**src/rtl/intc_pkg.sv**
```systemverilog
package intc_pkg;
  localparam int DATA_W         = 16;
  localparam int ADDR_W         = 6;
  localparam int LVL_W          = 4;
  localparam int PRIO_W         = 3;
  localparam int VEC_W          = 7;
  localparam int VEC_BASE       = 8;
  localparam int FIELDS_PER_REG = 4;

  // word addresses
  localparam int A_CTRL   = 0;
  localparam int A_LEVEL  = 1;
  localparam int A_STATUS = 2;
  localparam int A_FLAG   = 8;
  localparam int A_ENABLE = 16;
  localparam int A_PRIO   = 32;

  localparam logic [LVL_W-1:0] TOP_USER_LVL = 4'd7;

  typedef struct packed {
    logic             valid;
    logic [VEC_W-1:0] vec;
    logic [LVL_W-1:0] lvl;
  } grant_t;
endpackage

```
**src/rtl/intc_src_bank.sv**
```systemverilog
module intc_src_bank
  import intc_pkg::*;
#(
  parameter int NUM_SRC = 8
) (
  input  logic                      clk,
  input  logic                      rst_n,
  input  logic [NUM_SRC-1:0]        hw_req,
  input  logic                      bus_wr,
  input  logic [ADDR_W-1:0]         bus_addr,
  input  logic [DATA_W-1:0]         bus_wdata,
  output logic [NUM_SRC-1:0]        flag,
  output logic [NUM_SRC-1:0]        enable,
  output logic [NUM_SRC*PRIO_W-1:0] prio
);
  int addr_i;
  assign addr_i = int'(bus_addr);

  logic unused_wdata;
  assign unused_wdata = ^bus_wdata;

  for (genvar gi = 0; gi < NUM_SRC; gi++) begin : g_src
    localparam int WORD = gi / DATA_W;
    localparam int BITP = gi % DATA_W;
    localparam int PREG = gi / FIELDS_PER_REG;
    localparam int PLSB = (gi % FIELDS_PER_REG) * PRIO_W;

    logic              sel_f, sel_e, sel_p;
    logic              f_q, f_d, e_q, e_d;
    logic [PRIO_W-1:0] p_q, p_d;

    assign sel_f = bus_wr && (addr_i == A_FLAG + WORD);
    assign sel_e = bus_wr && (addr_i == A_ENABLE + WORD);
    assign sel_p = bus_wr && (addr_i == A_PRIO + PREG);

    // hardware set overrides a software clear in the same cycle
    always_comb begin
      f_d = f_q;
      if (sel_f)      f_d = bus_wdata[BITP];
      if (hw_req[gi]) f_d = 1'b1;
    end

    always_comb begin
      e_d = e_q;
      if (sel_e) e_d = bus_wdata[BITP];
    end

    always_comb begin
      p_d = p_q;
      if (sel_p) p_d = bus_wdata[PLSB +: PRIO_W];
    end

    always_ff @(posedge clk or negedge rst_n) begin
      if (!rst_n) begin
        f_q <= 1'b0;
        e_q <= 1'b0;
        p_q <= '0;
      end else begin
        f_q <= f_d;
        e_q <= e_d;
        p_q <= p_d;
      end
    end

    assign flag[gi]                 = f_q;
    assign enable[gi]               = e_q;
    assign prio[gi*PRIO_W +: PRIO_W] = p_q;

    assert_flag_set_R1: assert property (@(posedge clk) disable iff (!rst_n)
      hw_req[gi] |=> flag[gi]);
    assert_flag_kept_R1: assert property (@(posedge clk) disable iff (!rst_n)
      (flag[gi] && !sel_f) |=> flag[gi]);
  end
endmodule

```
**src/rtl/intc_arbiter.sv**
```systemverilog
module intc_arbiter
  import intc_pkg::*;
#(
  parameter int NUM_SRC = 8,
  parameter int IDX_W   = 3
) (
  input  logic                      clk,
  input  logic                      rst_n,
  input  logic [NUM_SRC-1:0]        flag,
  input  logic [NUM_SRC-1:0]        enable,
  input  logic [NUM_SRC*PRIO_W-1:0] prio,
  input  logic [LVL_W-1:0]          cur_lvl,
  output logic                      found,
  output logic [IDX_W-1:0]          win_idx,
  output logic [PRIO_W-1:0]         win_prio
);
  logic [NUM_SRC-1:0] qual;

  for (genvar gi = 0; gi < NUM_SRC; gi++) begin : g_qual
    assign qual[gi] = flag[gi] && enable[gi] &&
                      (LVL_W'(prio[gi*PRIO_W +: PRIO_W]) > cur_lvl);
  end

  // ascending scan with strict compare keeps the lowest index on ties
  always_comb begin
    found    = 1'b0;
    win_idx  = '0;
    win_prio = '0;
    for (int i = 0; i < NUM_SRC; i++) begin
      if (qual[i] && (prio[i*PRIO_W +: PRIO_W] > win_prio)) begin
        found    = 1'b1;
        win_idx  = IDX_W'(i);
        win_prio = prio[i*PRIO_W +: PRIO_W];
      end
    end
  end

  assert_grant_qualified_R5: assert property (@(posedge clk) disable iff (!rst_n)
    found |-> qual[win_idx]);
  assert_no_grant_empty_R6: assert property (@(posedge clk) disable iff (!rst_n)
    !found |-> (qual == '0));
  assert_grant_above_cpu_R6: assert property (@(posedge clk) disable iff (!rst_n)
    found |-> (LVL_W'(win_prio) > cur_lvl));
endmodule

```
**src/rtl/intc_lvl_stack.sv**
```systemverilog
module intc_lvl_stack
  import intc_pkg::*;
#(
  parameter int DEPTH = 8
) (
  input  logic              clk,
  input  logic              rst_n,
  input  logic              sw_wr,
  input  logic [PRIO_W-1:0] sw_bits,
  input  logic              push,
  input  logic              pop,
  input  logic [LVL_W-1:0]  new_lvl,
  output logic [LVL_W-1:0]  cur_lvl
);
  localparam int SP_W = $clog2(DEPTH + 1);

  logic [LVL_W-1:0] cur_q, cur_d;
  logic [SP_W-1:0]  sp_q, sp_d;
  logic [LVL_W-1:0] stk_q [DEPTH];
  logic [LVL_W-1:0] stk_d [DEPTH];

  always_comb begin
    cur_d = cur_q;
    sp_d  = sp_q;
    stk_d = stk_q;
    if (pop && (sp_q != '0)) begin
      cur_d = stk_q[int'(sp_q) - 1];
      sp_d  = sp_q - 1'b1;
    end else if (push) begin
      cur_d = new_lvl;
      if (int'(sp_q) < DEPTH) begin
        stk_d[int'(sp_q)] = cur_q;
        sp_d              = sp_q + 1'b1;
      end
    end else if (sw_wr) begin
      cur_d = {cur_q[LVL_W-1], sw_bits};
    end
  end

  always_ff @(posedge clk or negedge rst_n) begin
    if (!rst_n) begin
      cur_q <= '0;
      sp_q  <= '0;
      for (int i = 0; i < DEPTH; i++) stk_q[i] <= '0;
    end else begin
      cur_q <= cur_d;
      sp_q  <= sp_d;
      stk_q <= stk_d;
    end
  end

  assign cur_lvl = cur_q;

  assert_sw_keeps_top_R8: assert property (@(posedge clk) disable iff (!rst_n)
    (sw_wr && !push && !pop) |=> (cur_lvl[LVL_W-1] == $past(cur_lvl[LVL_W-1])));
  assert_push_loads_R9: assert property (@(posedge clk) disable iff (!rst_n)
    (push && !pop) |=> (cur_lvl == $past(new_lvl)));
  assert_empty_pop_R10: assert property (@(posedge clk) disable iff (!rst_n)
    (pop && (sp_q == '0) && !push && !sw_wr) |=> $stable(cur_lvl));
endmodule

```
**src/rtl/prio_vec_intc.sv**
```systemverilog
module prio_vec_intc
  import intc_pkg::*;
#(
  parameter int NUM_SRC = 8
) (
  input  logic               clk,
  input  logic               rst_n,
  input  logic [NUM_SRC-1:0] irq_src,
  input  logic               bus_wr,
  input  logic [ADDR_W-1:0]  bus_addr,
  input  logic [DATA_W-1:0]  bus_wdata,
  output logic [DATA_W-1:0]  bus_rdata,
  input  logic               cpu_ack,
  input  logic               cpu_ret,
  output logic               irq_out,
  output logic [VEC_W-1:0]   irq_vec,
  output logic [LVL_W-1:0]   irq_lvl
);
  localparam int NFR         = (NUM_SRC + DATA_W - 1) / DATA_W;
  localparam int NPR         = (NUM_SRC + FIELDS_PER_REG - 1) / FIELDS_PER_REG;
  localparam int IDX_W       = (NUM_SRC > 1) ? $clog2(NUM_SRC) : 1;
  localparam int STACK_DEPTH = 1 << PRIO_W;

  // reset synchronizer: asserts at once, releases on the clock
  logic [1:0] rst_sync_q;
  logic       rst_core_n;

  always_ff @(posedge clk or negedge rst_n) begin
    if (!rst_n) rst_sync_q <= 2'b00;
    else        rst_sync_q <= {rst_sync_q[0], 1'b1};
  end
  assign rst_core_n = rst_sync_q[1];

  logic [NUM_SRC-1:0]        flag, enable;
  logic [NUM_SRC*PRIO_W-1:0] prio;
  logic [LVL_W-1:0]          cur_lvl;
  logic                      found;
  logic [IDX_W-1:0]          win_idx;
  logic [PRIO_W-1:0]         win_prio;
  logic                      nest_q, nest_d;
  grant_t                    stat_q, stat_d;
  logic                      ack_take, lvl_wr;
  logic [LVL_W-1:0]          ack_lvl;
  int                        ai;

  assign ai = int'(bus_addr);

  intc_src_bank #(.NUM_SRC(NUM_SRC)) u_bank (
    .clk       (clk),
    .rst_n     (rst_core_n),
    .hw_req    (irq_src),
    .bus_wr    (bus_wr),
    .bus_addr  (bus_addr),
    .bus_wdata (bus_wdata),
    .flag      (flag),
    .enable    (enable),
    .prio      (prio)
  );

  intc_arbiter #(.NUM_SRC(NUM_SRC), .IDX_W(IDX_W)) u_arb (
    .clk      (clk),
    .rst_n    (rst_core_n),
    .flag     (flag),
    .enable   (enable),
    .prio     (prio),
    .cur_lvl  (cur_lvl),
    .found    (found),
    .win_idx  (win_idx),
    .win_prio (win_prio)
  );

  assign ack_take = cpu_ack && stat_q.valid && !cpu_ret;
  assign lvl_wr   = bus_wr && (ai == A_LEVEL);
  assign ack_lvl  = nest_q ? TOP_USER_LVL : stat_q.lvl;

  intc_lvl_stack #(.DEPTH(STACK_DEPTH)) u_lvl (
    .clk     (clk),
    .rst_n   (rst_core_n),
    .sw_wr   (lvl_wr),
    .sw_bits (bus_wdata[PRIO_W-1:0]),
    .push    (ack_take),
    .pop     (cpu_ret),
    .new_lvl (ack_lvl),
    .cur_lvl (cur_lvl)
  );

  // control and status next state
  always_comb begin
    nest_d = nest_q;
    if (bus_wr && (ai == A_CTRL)) nest_d = bus_wdata[0];
  end

  always_comb begin
    stat_d.valid = found;
    stat_d.vec   = found ? (VEC_W'(win_idx) + VEC_W'(VEC_BASE)) : '0;
    stat_d.lvl   = found ? LVL_W'(win_prio) : '0;
  end

  always_ff @(posedge clk or negedge rst_core_n) begin
    if (!rst_core_n) begin
      nest_q <= 1'b0;
      stat_q <= '0;
    end else begin
      nest_q <= nest_d;
      stat_q <= stat_d;
    end
  end

  assign irq_out = stat_q.valid;
  assign irq_vec = stat_q.vec;
  assign irq_lvl = stat_q.lvl;

  // read path, register words padded to the bus width
  logic [NFR*DATA_W-1:0] flag_pad, en_pad;
  logic [NPR*DATA_W-1:0] prio_pad;

  always_comb begin
    flag_pad = '0;
    en_pad   = '0;
    prio_pad = '0;
    flag_pad[NUM_SRC-1:0] = flag;
    en_pad[NUM_SRC-1:0]   = enable;
    for (int j = 0; j < NUM_SRC; j++) begin
      prio_pad[(j / FIELDS_PER_REG) * DATA_W + (j % FIELDS_PER_REG) * PRIO_W +: PRIO_W] =
        prio[j*PRIO_W +: PRIO_W];
    end
  end

  always_comb begin
    bus_rdata = '0;
    if (ai == A_CTRL) begin
      bus_rdata[0] = nest_q;
    end else if (ai == A_LEVEL) begin
      bus_rdata[LVL_W-1:0] = cur_lvl;
    end else if (ai == A_STATUS) begin
      bus_rdata[VEC_W-1:0]   = stat_q.vec;
      bus_rdata[8 +: LVL_W]  = stat_q.lvl;
    end else if ((ai >= A_FLAG) && (ai < A_FLAG + NFR)) begin
      bus_rdata = flag_pad[(ai - A_FLAG) * DATA_W +: DATA_W];
    end else if ((ai >= A_ENABLE) && (ai < A_ENABLE + NFR)) begin
      bus_rdata = en_pad[(ai - A_ENABLE) * DATA_W +: DATA_W];
    end else if ((ai >= A_PRIO) && (ai < A_PRIO + NPR)) begin
      bus_rdata = prio_pad[(ai - A_PRIO) * DATA_W +: DATA_W];
    end
  end

  assert_idle_zero_R6: assert property (@(posedge clk) disable iff (!rst_core_n)
    !irq_out |-> ((irq_vec == '0) && (irq_lvl == '0)));
  assert_vec_span_R7: assert property (@(posedge clk) disable iff (!rst_core_n)
    irq_out |-> ((irq_vec >= VEC_BASE) && (irq_vec < VEC_BASE + NUM_SRC) && (irq_lvl != '0)));
  assert_nest_cap_R9: assert property (@(posedge clk) disable iff (!rst_core_n)
    (ack_take && nest_q) |=> (cur_lvl == TOP_USER_LVL));
endmodule

```
**config.mk**
```make
export PLATFORM = sky130hd
export DESIGN_NAME = prio_vec_intc
export DESIGN_NICKNAME = d
export VERILOG_FILES = /design/src/rtl/intc_pkg.sv /design/src/rtl/intc_src_bank.sv /design/src/rtl/intc_arbiter.sv /design/src/rtl/intc_lvl_stack.sv /design/src/rtl/prio_vec_intc.sv
export SDC_FILE = /design/constraint.sdc
export NUM_CORES = 1
export LEC_CHECK = 0
export ABC_AREA = 1
export BUFFER_PORTS_ARGS = -buffer_cell sky130_fd_sc_hd__buf_4
export CAP_MARGIN = 20
export CORE_MARGIN = 3
export CORE_UTILIZATION = 30
export CTS_CLUSTER_DIAMETER = 100
export DETAILED_ROUTE_END_ITERATION = 10
export SLEW_MARGIN = 20
export SYNTH_ARGS = -nofsm -noshare
export SYNTH_HDL_FRONTEND = slang
export SYNTH_SLANG_ARGS = --single-unit
```
**constraint.sdc**
```tcl
create_clock -name clk -period 7.1 [get_ports clk]
set_input_delay 1.42 -clock clk [delete_from_list [all_inputs] [get_ports clk]]
set_output_delay 1.42 -clock clk [all_outputs]
set_load 0.1 [all_outputs]
```
==> results of run 1 <==
stage by stage:
| stage | utilization, % | worst slack (ns) |
|---|---|---|
| global placement | 36.7 | -0.834 |
| floorplan | - | -0.569 |
| global route | 41.4 | -1.26 |
| finish | 41.4 | -0.866 |
| detailed placement | 36.7 | -0.885 |
| CTS | 39.6 | -0.804 |
kinds of logic (layout without fill, tap and decap cells):
kind of cell | Yosys count | after routing | share of synthesized area, %
and+or+nand+nor | 284 | 284 | 23.0
AOI/OAI and AO/OA | 186 | 186 | 18.2
buffers and inverters | 121 | 245 | 8.43
DFF | 90 | 90 | 38.4
adders and majority gates | 46 | 46 | 9.94
muxes | 8 | 8 | 1.37
xor gates and xnor gates | 4 | 4 | 0.598
other | 2 | 9 | 0.128
flip-flops by register name, summed over array words and instances, names as in the netlist:
| name | cells |
|---|---|
| irq_lvl | 3 |
| nest_q | 1 |
| u_bank.g_src.e_q | 8 |
| u_bank.g_src.p_q | 24 |
| irq_vec | 4 |
| u_lvl.sp_q | 4 |
| u_bank.g_src.f_q | 8 |
| rst_sync_q | 2 |
| u_lvl.stk_q | 32 |
| u_lvl.cur_lvl | 4 |
metal layers:
metal  share of wire (%)  wire length, µm  up-vias  track usage [%]
met1                  48             8700     2577             24.6
met4                 1.8              332        0             5.41
met3                 5.2              941       23             2.09
met5                   0                0        -                0
li1                    -                -     2729                -
met2                  45             8220      169             26.3
power by group through the flow:
stage	combinational [W]	clock [W]	sequential (W)
3_5_place_dp	0.000847	0	0.000668
6_report	0.000940	0.000497	0.000661
5_1_grt	0.00105	0.000521	0.000674
2_1_floorplan	0.000571	0	0.000678
3_3_place_gp	0.000835	0	0.000668
4_1_cts	0.000877	0.000502	0.000659
synthesized netlist by cell type, types with 2 or more instances:
cell type,n
nand2_1,158
o21ai_0,111
dfrtp_1,90
inv_1,90
ha_1,45
nor2_1,41
nand3_1,37
a21oi_1,27
clkbuf_1,14
nand3_2,12
nand2_2,11
o221ai_1,10
buf_4,9
mux2i_1,8
a31oi_1,6
nand4_1,6
o21bai_1,6
a311oi_1,4
and2_1,4
clkinv_1,4
nand3_4,4
o211ai_1,4
o21ai_1,4
a211oi_1,3
a22oi_1,3
nand2_4,3
conb_1,2
inv_4,2
nor2_4,2
nor3_1,2
o22ai_1,2
o32ai_1,2
or2_2,2
xnor2_1,2
xor2_1,2
worst paths after layout:
check,start,endpoint,slack (ns),depth (start not counted)
worst max-delay path,u_lvl.cur_lvl[1],irq_lvl[2],-0.87,59
worst min-delay path,rst_sync_q[1],u_lvl.stk_q[22],0.24,0
worst max register to register,u_lvl.cur_lvl[1],irq_lvl[2],-0.87,59
worst min register to register,rst_sync_q[1],u_lvl.stk_q[22],0.24,0
max in group asynchronous,rst_sync_q[1],u_lvl.cur_lvl[0],5.67,1
min in group clk,rst_sync_q[0],rst_sync_q[1],0.36,0
final cells by class:
class                           count  area [µm²]  share of cell area (%)
Clock buffer                       11         233                    2.97
Clock inverter                      5        61.3                   0.782
Inverter                           97         382                    4.87
Multi-Input combinational cell    537        3570                    45.6
Sequential cell                    90        2260                    28.8
Tap cell                          260         325                    4.15
Timing Repair Buffer              132        1010                    12.9
timing repair:
item                                    CTS  global route
setup buffers                            17            12
endpoints found under the setup margin    7             7
pin swaps                                38            40
resized for setup                        31            47
==> results.sh, run 1 <==
export IMPL_synth_area_leader_cell="dfrtp_1"
export IMPL_required_ns=7.36
export IMPL_p_int_w=0.00121
export IMPL_clkTransAtPathRegs_ns=0.07
export IMPL_worst_slew_pin_slew_ns=1.05
export IMPL_port_buffers=50
export IMPL_critPathMaxFanout=5
export IMPL_ys_flop_type="dfrtp_1"
export IMPL_synth_area_top_cells="dfrtp_1 (38%), nand2_1 (10%), ha_1 (9.6%), o21ai_0 (9.5%), inv_1 (5.8%)"
export IMPL_cp_end_kind="register"
export IMPL_status="finished with violations"
export IMPL_critPathKind="register to register"
export IMPL_final_nets=948
export IMPL_final_cell_mix="nand2_1 (139), buf_4 (127), o21ai_0 (104)"
export IMPL_worstHoldPathType="register to async pin"
export IMPL_fp_coreArea_um2=19000
export IMPL_postSynthCellCount=741
export IMPL_grt_setup_unrepaired="true"
export IMPL_final_hold_viol_count=0
export IMPL_drtAntennaViolNets=0
export IMPL_viasPerCell=4.86
export IMPL_final_area_um2=7840
export IMPL_dp_hpwl_mm=12.8
export IMPL_p_comb_share_pct=44.8
export IMPL_cp_num_buf_inv=15
export IMPL_cp_data_arrival_time_ns=8.22
export IMPL_cts_sinks=90
export IMPL_synth_warnings=0
export IMPL_cts_buffers=9
export IMPL_clkPwrFrac_pct=23.7
export IMPL_drv_cap=0
export IMPL_mostFrequentLayoutCell="nand2_1"
export IMPL_cts_root_buf="clkbuf_16"
export IMPL_initialDrtViolationCount=366
export IMPL_p_leak_nw=3.80
export IMPL_row_count=50
export IMPL_crit_top_cell="buf_4"
export IMPL_drt_total_wl_mm=18.2
export IMPL_overflow=0
export IMPL_cp_top_family="simple AND/OR/NAND/NOR gates"
export IMPL_track_usage_pct=16.9
export IMPL_clock_path_buffers=2
export IMPL_stdcell_count=1132
export IMPL_synth_edff_count=0
export IMPL_yosys_area_top_type_share_pct=38.4
export IMPL_p_sw_share_pct=42.3
export IMPL_setup_violations=7
export IMPL_ioPinCount=63
export IMPL_violations="negative setup slack"
export IMPL_postCtsHoldBufs=0
export IMPL_yosysSeqAreaShare_pct=38.4
export IMPL_crit_slowest_cell="dfrtp_1"
export IMPL_syn_avg_cell_area_um2=7.91
export IMPL_h_tree_depth=3
export IMPL_vias=5498
export IMPL_antenna_found_initial=0
export IMPL_timing_hold_ws_ns=0.238
export IMPL_power_total_w=0.00210
export IMPL_dpl_cell_area_um2=6950
export IMPL_grt_pass1_vias=5240
export IMPL_clk_insertion_delay_late_ns=0.36
export IMPL_peakVddDrop_v=0.000124
export IMPL_layout_drive_gt1_share_pct=29.4
export IMPL_drtPass1Iterations=5
export IMPL_grt_pass1_wl_mm=28.7
export IMPL_ys_types=44
export IMPL_slew_headroom_pct=29.5
export IMPL_worst_slack_ns=-0.866
export IMPL_worstSetupStartpointType="register"
export IMPL_die_w_um=146
export IMPL_syn_area_um2=5860
export IMPL_power_density_nw_per_um2=268
export IMPL_grt_max_degree=64
export IMPL_fin_crit_ns=7.97
export IMPL_power_switching_w=0.000888
export IMPL_period_share_pct=112
export IMPL_fmax_mhz=126
export IMPL_area_growth_synth_to_final_pct=33.7
export IMPL_antenna_cells=0
export IMPL_tritoncts="yes"
export IMPL_die_h_um=146
export IMPL_initial_core_util_pct=30.9
export IMPL_finalClockSkew_ns=0.00692
export IMPL_drc=0
export IMPL_avgRoutedWirePerCell_um=16.1
export IMPL_final_fill_count=1895
export IMPL_ys_async_sr_fraction_pct=100
export IMPL_seqPwrFrac_pct=31.5
export IMPL_gp_congestion=0.867
export IMPL_max_stage_delay_ns=0.39
export IMPL_dieArea_um2=21300
export IMPL_ys_seq_elements=90
export IMPL_dp_cells=1087
export IMPL_drv_slew=0
export IMPL_tns_ns=-5.59
No activity file was read; power rests on OpenSTA's default activity.
==> inputs of run 2 (changes only) <==
--- a/config.mk
+++ b/config.mk
@@ -6,12 +6,13 @@
 export NUM_CORES = 1
 export LEC_CHECK = 0
 export ABC_AREA = 1
-export BUFFER_PORTS_ARGS = -buffer_cell sky130_fd_sc_hd__buf_4
 export CAP_MARGIN = 20
 export CORE_MARGIN = 3
 export CORE_UTILIZATION = 30
 export CTS_CLUSTER_DIAMETER = 100
 export DETAILED_ROUTE_END_ITERATION = 10
+export DONT_BUFFER_PORTS = 1
+export SKIP_CTS_REPAIR_TIMING = 1
 export SLEW_MARGIN = 20
 export SYNTH_ARGS = -nofsm -noshare
 export SYNTH_HDL_FRONTEND = slang
==> run 2 against run 1 <==
The flow still finishes with violations (negative setup slack). Via count shrank 4.3%. Flip-flop and latch count is the same. Register-to-register slack lost 0.14 ns. Critical path depth grew 1. Design area shrank 7.4%. Combinational power shrank 12%. First-iteration DRC count grew 3.6%. Utilization shrank 3.1 points. Largest cell class unchanged.
==> results.sh, run 2 (synthesis results as in run 1) <==
export IMPL_drv_slew=0
export IMPL_cp_end_kind="register"
export IMPL_antenna_cells=0
export IMPL_antenna_found_initial=0
export IMPL_fp_coreArea_um2=19000
export IMPL_tritoncts="yes"
export IMPL_slew_headroom_pct=26.6
export IMPL_crit_top_cell="nand2_2"
export IMPL_reg2regPathDepth=60
export IMPL_dr_wl_met3_mm=1.04
export IMPL_avgRoutedWirePerCell_um=16.7
export IMPL_viasPerCell=4.92
export IMPL_status="finished with violations"
export IMPL_dp_hpwl_mm=12.7
export IMPL_grt_setup_unrepaired="true"
export IMPL_layout_drive_gt1_share_pct=23.1
export IMPL_largest_register="u_lvl.stk_q"
export IMPL_critPathKind="register to register"
export IMPL_h_tree_depth=3
export IMPL_dieArea_um2=21300
export IMPL_ioPinCount=63
export IMPL_final_hold_viol_count=0
export IMPL_final_cell_mix="nand2_1 (143), o21ai_0 (103), dfrtp_1 (87)"
export IMPL_cts_root_buf="clkbuf_16"
export IMPL_cts_sinks=90
export IMPL_overflow=0
export IMPL_row_count=50
export IMPL_postLayoutCoreUtil_pct=38.3
export IMPL_drv_cap=0
export IMPL_fin_crit_ns=8.11
export IMPL_p_sw_share_pct=43.2
export IMPL_fmax_mhz=123
export IMPL_final_nets=885
export IMPL_seqPwrFrac_pct=35.4
export IMPL_vias=5262
export IMPL_worst_slew_pin_slew_ns=1.10
export IMPL_drtAntennaViolNets=0
export IMPL_clkPwrFrac_pct=23.4
export IMPL_mostFrequentLayoutCell="nand2_1"
export IMPL_p_int_w=0.00114
export IMPL_required_ns=7.35
export IMPL_die_h_um=146
export IMPL_power_total_w=0.00200
export IMPL_die_w_um=146
export IMPL_drt_total_wl_mm=17.8
export IMPL_area_growth_synth_to_final_pct=23.8
export IMPL_top_regs="u_lvl.stk_q: 32 flops, u_bank.g_src.p_q: 24 flops"
export IMPL_crit_slowest_cell="dfrtp_1"
export IMPL_port_buffers=0
export IMPL_dpl_cell_area_um2=6680
export IMPL_track_usage_pct=16.4
export IMPL_violations="negative setup slack"
export IMPL_finalClockSkew_ns=0.00592
export IMPL_final_fill_count=1922
export IMPL_peakVddDrop_v=0.000142
export IMPL_endpoint="irq_lvl[2]"
export IMPL_setup_violations=7
export IMPL_gp_congestion=0.843
export IMPL_largest_reg_flops=32
export IMPL_p_comb_share_pct=41.2
export IMPL_grt_pass1_vias=5006
export IMPL_worstHoldPathType="register to async pin"
export IMPL_final_area_um2=7260
export IMPL_period_share_pct=114
export IMPL_route_met2_wl_mm=8.10
export IMPL_p_leak_nw=3.46
export IMPL_power_density_nw_per_um2=276
export IMPL_r2r_slack_ns=-1.01
export IMPL_clk_insertion_delay_late_ns=0.35
export IMPL_power_switching_w=0.000864
export IMPL_tns_ns=-6.61
export IMPL_cp_startpoint="u_lvl.cur_lvl[1]"
export IMPL_clkTransAtPathRegs_ns=0.07
export IMPL_r2r_start="u_lvl.cur_lvl[1]"
export IMPL_critPathMaxFanout=6
export IMPL_grt_pass1_wl_mm=27.9
export IMPL_drc=0
export IMPL_initial_core_util_pct=30.9
export IMPL_wl_met1_mm=8.31
export IMPL_grt_max_degree=65
export IMPL_cts_buffers=9
export IMPL_worstSetupStartpointType="register"
export IMPL_worst_slack_ns=-1.01
export IMPL_clock_path_buffers=2
export IMPL_drtPass1Iterations=5
export IMPL_max_stage_delay_ns=0.41
export IMPL_cp_data_arrival_time_ns=8.36
export IMPL_routed_top_layer="met4"
export IMPL_r2r_end="irq_lvl[2]"
export IMPL_initialDrtViolationCount=379
-- run 2: power groups by stage --
stage / Sequential (W) / Combinational, W / Clock (W)
finish: 0.000708 / 0.000824 / 0.000468
global route: 0.000717 / 0.000935 / 0.000495
CTS: 0.000705 / 0.000786 / 0.000473
detailed placement: 0.000714 / 0.000783 / 0
global placement: 0.000715 / 0.000770 / 0
floorplan: 0.000678 / 0.000571 / 0
-- run 2: through the flow --
step / hold WS (ns) / std cells / worst slack, ns
2_1_floorplan: 0.331 / 748 / -0.569
3_3_place_gp: 0.258 / 1043 / -0.878
3_5_place_dp: 0.256 / 1043 / -0.942
4_1_cts: 0.261 / 1059 / -0.979
5_1_grt: 0.284 / 1069 / -1.58
6_report: 0.247 / 1069 / -1.01
-- run 2: worst max-delay path, delay by kind of cell (launching register included) --
| family | cells | cell delay, ns |
|---|---|---|
| AND/OR/NAND/NOR | 34 | 3.33 |
| adder cells (fa/ha/maj) | 8 | 2.17 |
| AO/OA/AOI/OAI | 10 | 1.47 |
| buffers and inverters | 8 | 0.63 |
| flip-flops | 1 | 0.41 |
-- run 2: final cells by class --
| class | count | area [µm²] | share of cell area (%) |
|---|---|---|---|
| clock buffers | 11 | 243 | 3.34 |
| clock inverters | 5 | 38.8 | 0.534 |
| inverters | 97 | 379 | 5.22 |
| multi-input cells | 537 | 3490 | 48.1 |
| flip-flops and latches | 90 | 2260 | 31.1 |
| well taps | 260 | 325 | 4.48 |
| repair buffers | 69 | 526 | 7.24 |
-- run 2: worst min path at each step --
stage                            to  slack, ns  cells past startpoint
floorplan             rst_sync_q[1]       0.33                      0
detailed placement  u_lvl.stk_q[18]       0.26                      0
CTS                 u_lvl.stk_q[18]       0.26                      0
global placement    u_lvl.stk_q[18]       0.26                      0
global route        u_lvl.stk_q[18]       0.28                      0
finish              u_lvl.stk_q[18]       0.25                      0
-- run 2: routing by layer --
metal | up-vias | GRT usage [%]
met5 | - | 0
met4 | 0 | 5.08
met3 | 21 | 2.58
met2 | 165 | 25.8
met1 | 2470 | 23.3
li1 | 2606 | -
==> inputs of run 3 (changes only) <==
--- a/config.mk
+++ b/config.mk
@@ -8,10 +8,11 @@
 export ABC_AREA = 1
 export CAP_MARGIN = 20
 export CORE_MARGIN = 3
-export CORE_UTILIZATION = 30
+export CORE_UTILIZATION = 55
 export CTS_CLUSTER_DIAMETER = 100
 export DETAILED_ROUTE_END_ITERATION = 10
 export DONT_BUFFER_PORTS = 1
+export PLACE_DENSITY = 0.7
 export SKIP_CTS_REPAIR_TIMING = 1
 export SLEW_MARGIN = 20
 export SYNTH_ARGS = -nofsm -noshare
==> run 3 against run 2 <==
The run still ends with negative setup slack left. Clock skew rose by 0.0089 ns. Flip-flop and latch count did not move. Clock power fell by 21%. Sequential power barely moved. Count of clock-buffer cells in the layout did not move. Via count rose by 6.6%. Worst hold slack improved by 0.041 ns. Fmax rose by 1.1%. Cell count fell by 12%. Critical endpoint is now irq_vec[3].
==> results.sh, run 3 (synthesis results as in run 1) <==
export IMPL_status="finished with violations"
export IMPL_violations="negative setup slack"
export IMPL_worstSetupStartpointType="register"
export IMPL_slew_headroom_pct=16.6
export IMPL_antenna_found_initial=0
export IMPL_fmax_mhz=125
export IMPL_drv_cap=0
export IMPL_largest_register="u_lvl.stk_q"
export IMPL_tritoncts="yes"
export IMPL_dieArea_um2=11900
export IMPL_vias=5611
export IMPL_clock_path_buffers=2
export IMPL_drt_total_wl_mm=18.2
export IMPL_drv_slew=0
export IMPL_drc=0
export IMPL_area_growth_synth_to_final_pct=22.3
export IMPL_port_buffers=0
export IMPL_dp_cells=915
export IMPL_final_cell_mix="nand2_1 (142), o21ai_0 (103), dfrtp_1 (87)"
export IMPL_required_ns=7.41
export IMPL_final_fill_count=799
export IMPL_p_leak_nw=3.44
export IMPL_period_share_pct=113
export IMPL_cts_sinks=90
export IMPL_timing_hold_ws_ns=0.287
export IMPL_cts_buffers=9
export IMPL_tns_ns=-6.31
export IMPL_max_stage_delay_ns=0.41
export IMPL_initial_core_util_pct=56.8
export IMPL_avgRoutedWirePerCell_um=19.3
export IMPL_antenna_cells=0
export IMPL_largest_reg_flops=32
export IMPL_grt_pass1_vias=5341
export IMPL_peakVddDrop_v=0.000233
export IMPL_cts_root_buf="clkbuf_8"
export IMPL_die_w_um=109
export IMPL_setup_violations=7
export IMPL_row_count=37
export IMPL_cp_data_arrival_time_ns=8.32
export IMPL_drtAntennaViolNets=0
export IMPL_grt_pass1_wl_mm=27.8
export IMPL_drtPass1Iterations=5
export IMPL_track_usage_pct=30.8
export IMPL_layout_drive_gt1_share_pct=24.8
export IMPL_power_density_nw_per_um2=273
export IMPL_dp_hpwl_mm=13.0
export IMPL_crit_slowest_cell="dfrtp_1"
export IMPL_fp_coreArea_um2=10300
export IMPL_overflow=0
export IMPL_gp_congestion=0.918
export IMPL_final_hold_viol_count=0
export IMPL_viasPerCell=5.94
export IMPL_grt_setup_unrepaired="true"
export IMPL_worst_slew_pin_slew_ns=1.25
export IMPL_critPathKind="register to register"
export IMPL_fin_crit_ns=8.02
export IMPL_critPathMaxFanout=7
export IMPL_worst_slack_ns=-0.915
export IMPL_finalClockSkew_ns=0.0148
export IMPL_worstHoldPathType="register to async pin"
export IMPL_h_tree_depth=3
export IMPL_ioPinCount=63
export IMPL_die_h_um=109
export IMPL_cp_end_kind="register"
export IMPL_mostFrequentLayoutCell="nand2_1"
export IMPL_final_nets=884
export IMPL_initialDrtViolationCount=641
export IMPL_grt_max_degree=52
export IMPL_pre_cts_ws_ns=-1.23
export IMPL_top_regs="u_lvl.stk_q: 32 flops, u_bank.g_src.p_q: 24 flops"
export IMPL_clkTransAtPathRegs_ns=0.10
export IMPL_stdcell_count=944
export IMPL_clk_insertion_delay_late_ns=0.38
-- run 3: changes by cell type in the layout (fill, tap and decap cells not counted), moves of 3 or more --
cell       delta
nand2_4       +4
o21ai_2       -4
nor2_1        -3
clkbuf_16     -9
nand2_2       -3
buf_4         -3
nand3_2       +3
clkbuf_8      +9
o21ai_4       +5
nand3_1       -5
-- run 3: path summary, 6_finish.rpt --
kind                                       start               end  slack, ns  cells past startpoint
worst max-delay path            u_lvl.cur_lvl[2]        irq_vec[3]      -0.92                     60
worst min-delay path               rst_sync_q[1]   u_lvl.stk_q[20]       0.29                      0
worst max register to register  u_lvl.cur_lvl[2]        irq_vec[3]      -0.92                     60
worst min register to register     rst_sync_q[1]   u_lvl.stk_q[20]       0.29                      0
max in group asynchronous          rst_sync_q[1]  u_lvl.cur_lvl[0]       5.70                      1
min in group clk                   rst_sync_q[0]     rst_sync_q[1]       0.36                      0
-- run 3: through the flow --
stage	util [%]	area, µm²	power [W]
after floorplan	-	5980	0.00125
after global placement	62.9	6500	0.00146
after detailed placement	62.9	6500	0.00150
after CTS	64.9	6700	0.00187
after global routing	69.5	7170	0.00209
final	69.5	7170	0.00196
-- run 3: critical path, delay by kind of cell (launching register included) --
kind	cells	cell delay [ns]
fa+ha+maj	7	1.67
simple gates	30	2.85
buf+inv	10	0.94
compound gates	13	2.12
flops	1	0.41
-- run 3: metal layers --
metal  GRT usage [%]  wire, µm  vias up
met3            5.86      1480       62
met2            49.9      8660      254
met1            41.5      7350     2704
li1                -         -     2591
met5               0         0        -
met4            10.5       693        0
-- run 3: layout make-up --
type | count | area [µm²] | area share (%)
clock buffers | 11 | 141 | 1.97
clock inverters | 5 | 62.6 | 0.872
inverters | 97 | 384 | 5.35
multi-input cells | 537 | 3630 | 50.6
flip-flops and latches | 90 | 2260 | 31.5
well taps | 136 | 170 | 2.37
repair buffers | 68 | 526 | 7.33
-- run 3: report_power, final --
part | switching (W) | internal [W]
logic | 0.000542 | 0.000333
registers | 0.000139 | 0.000570
clock network | 0.000196 | 0.000175
total | 0.000877 | 0.00108
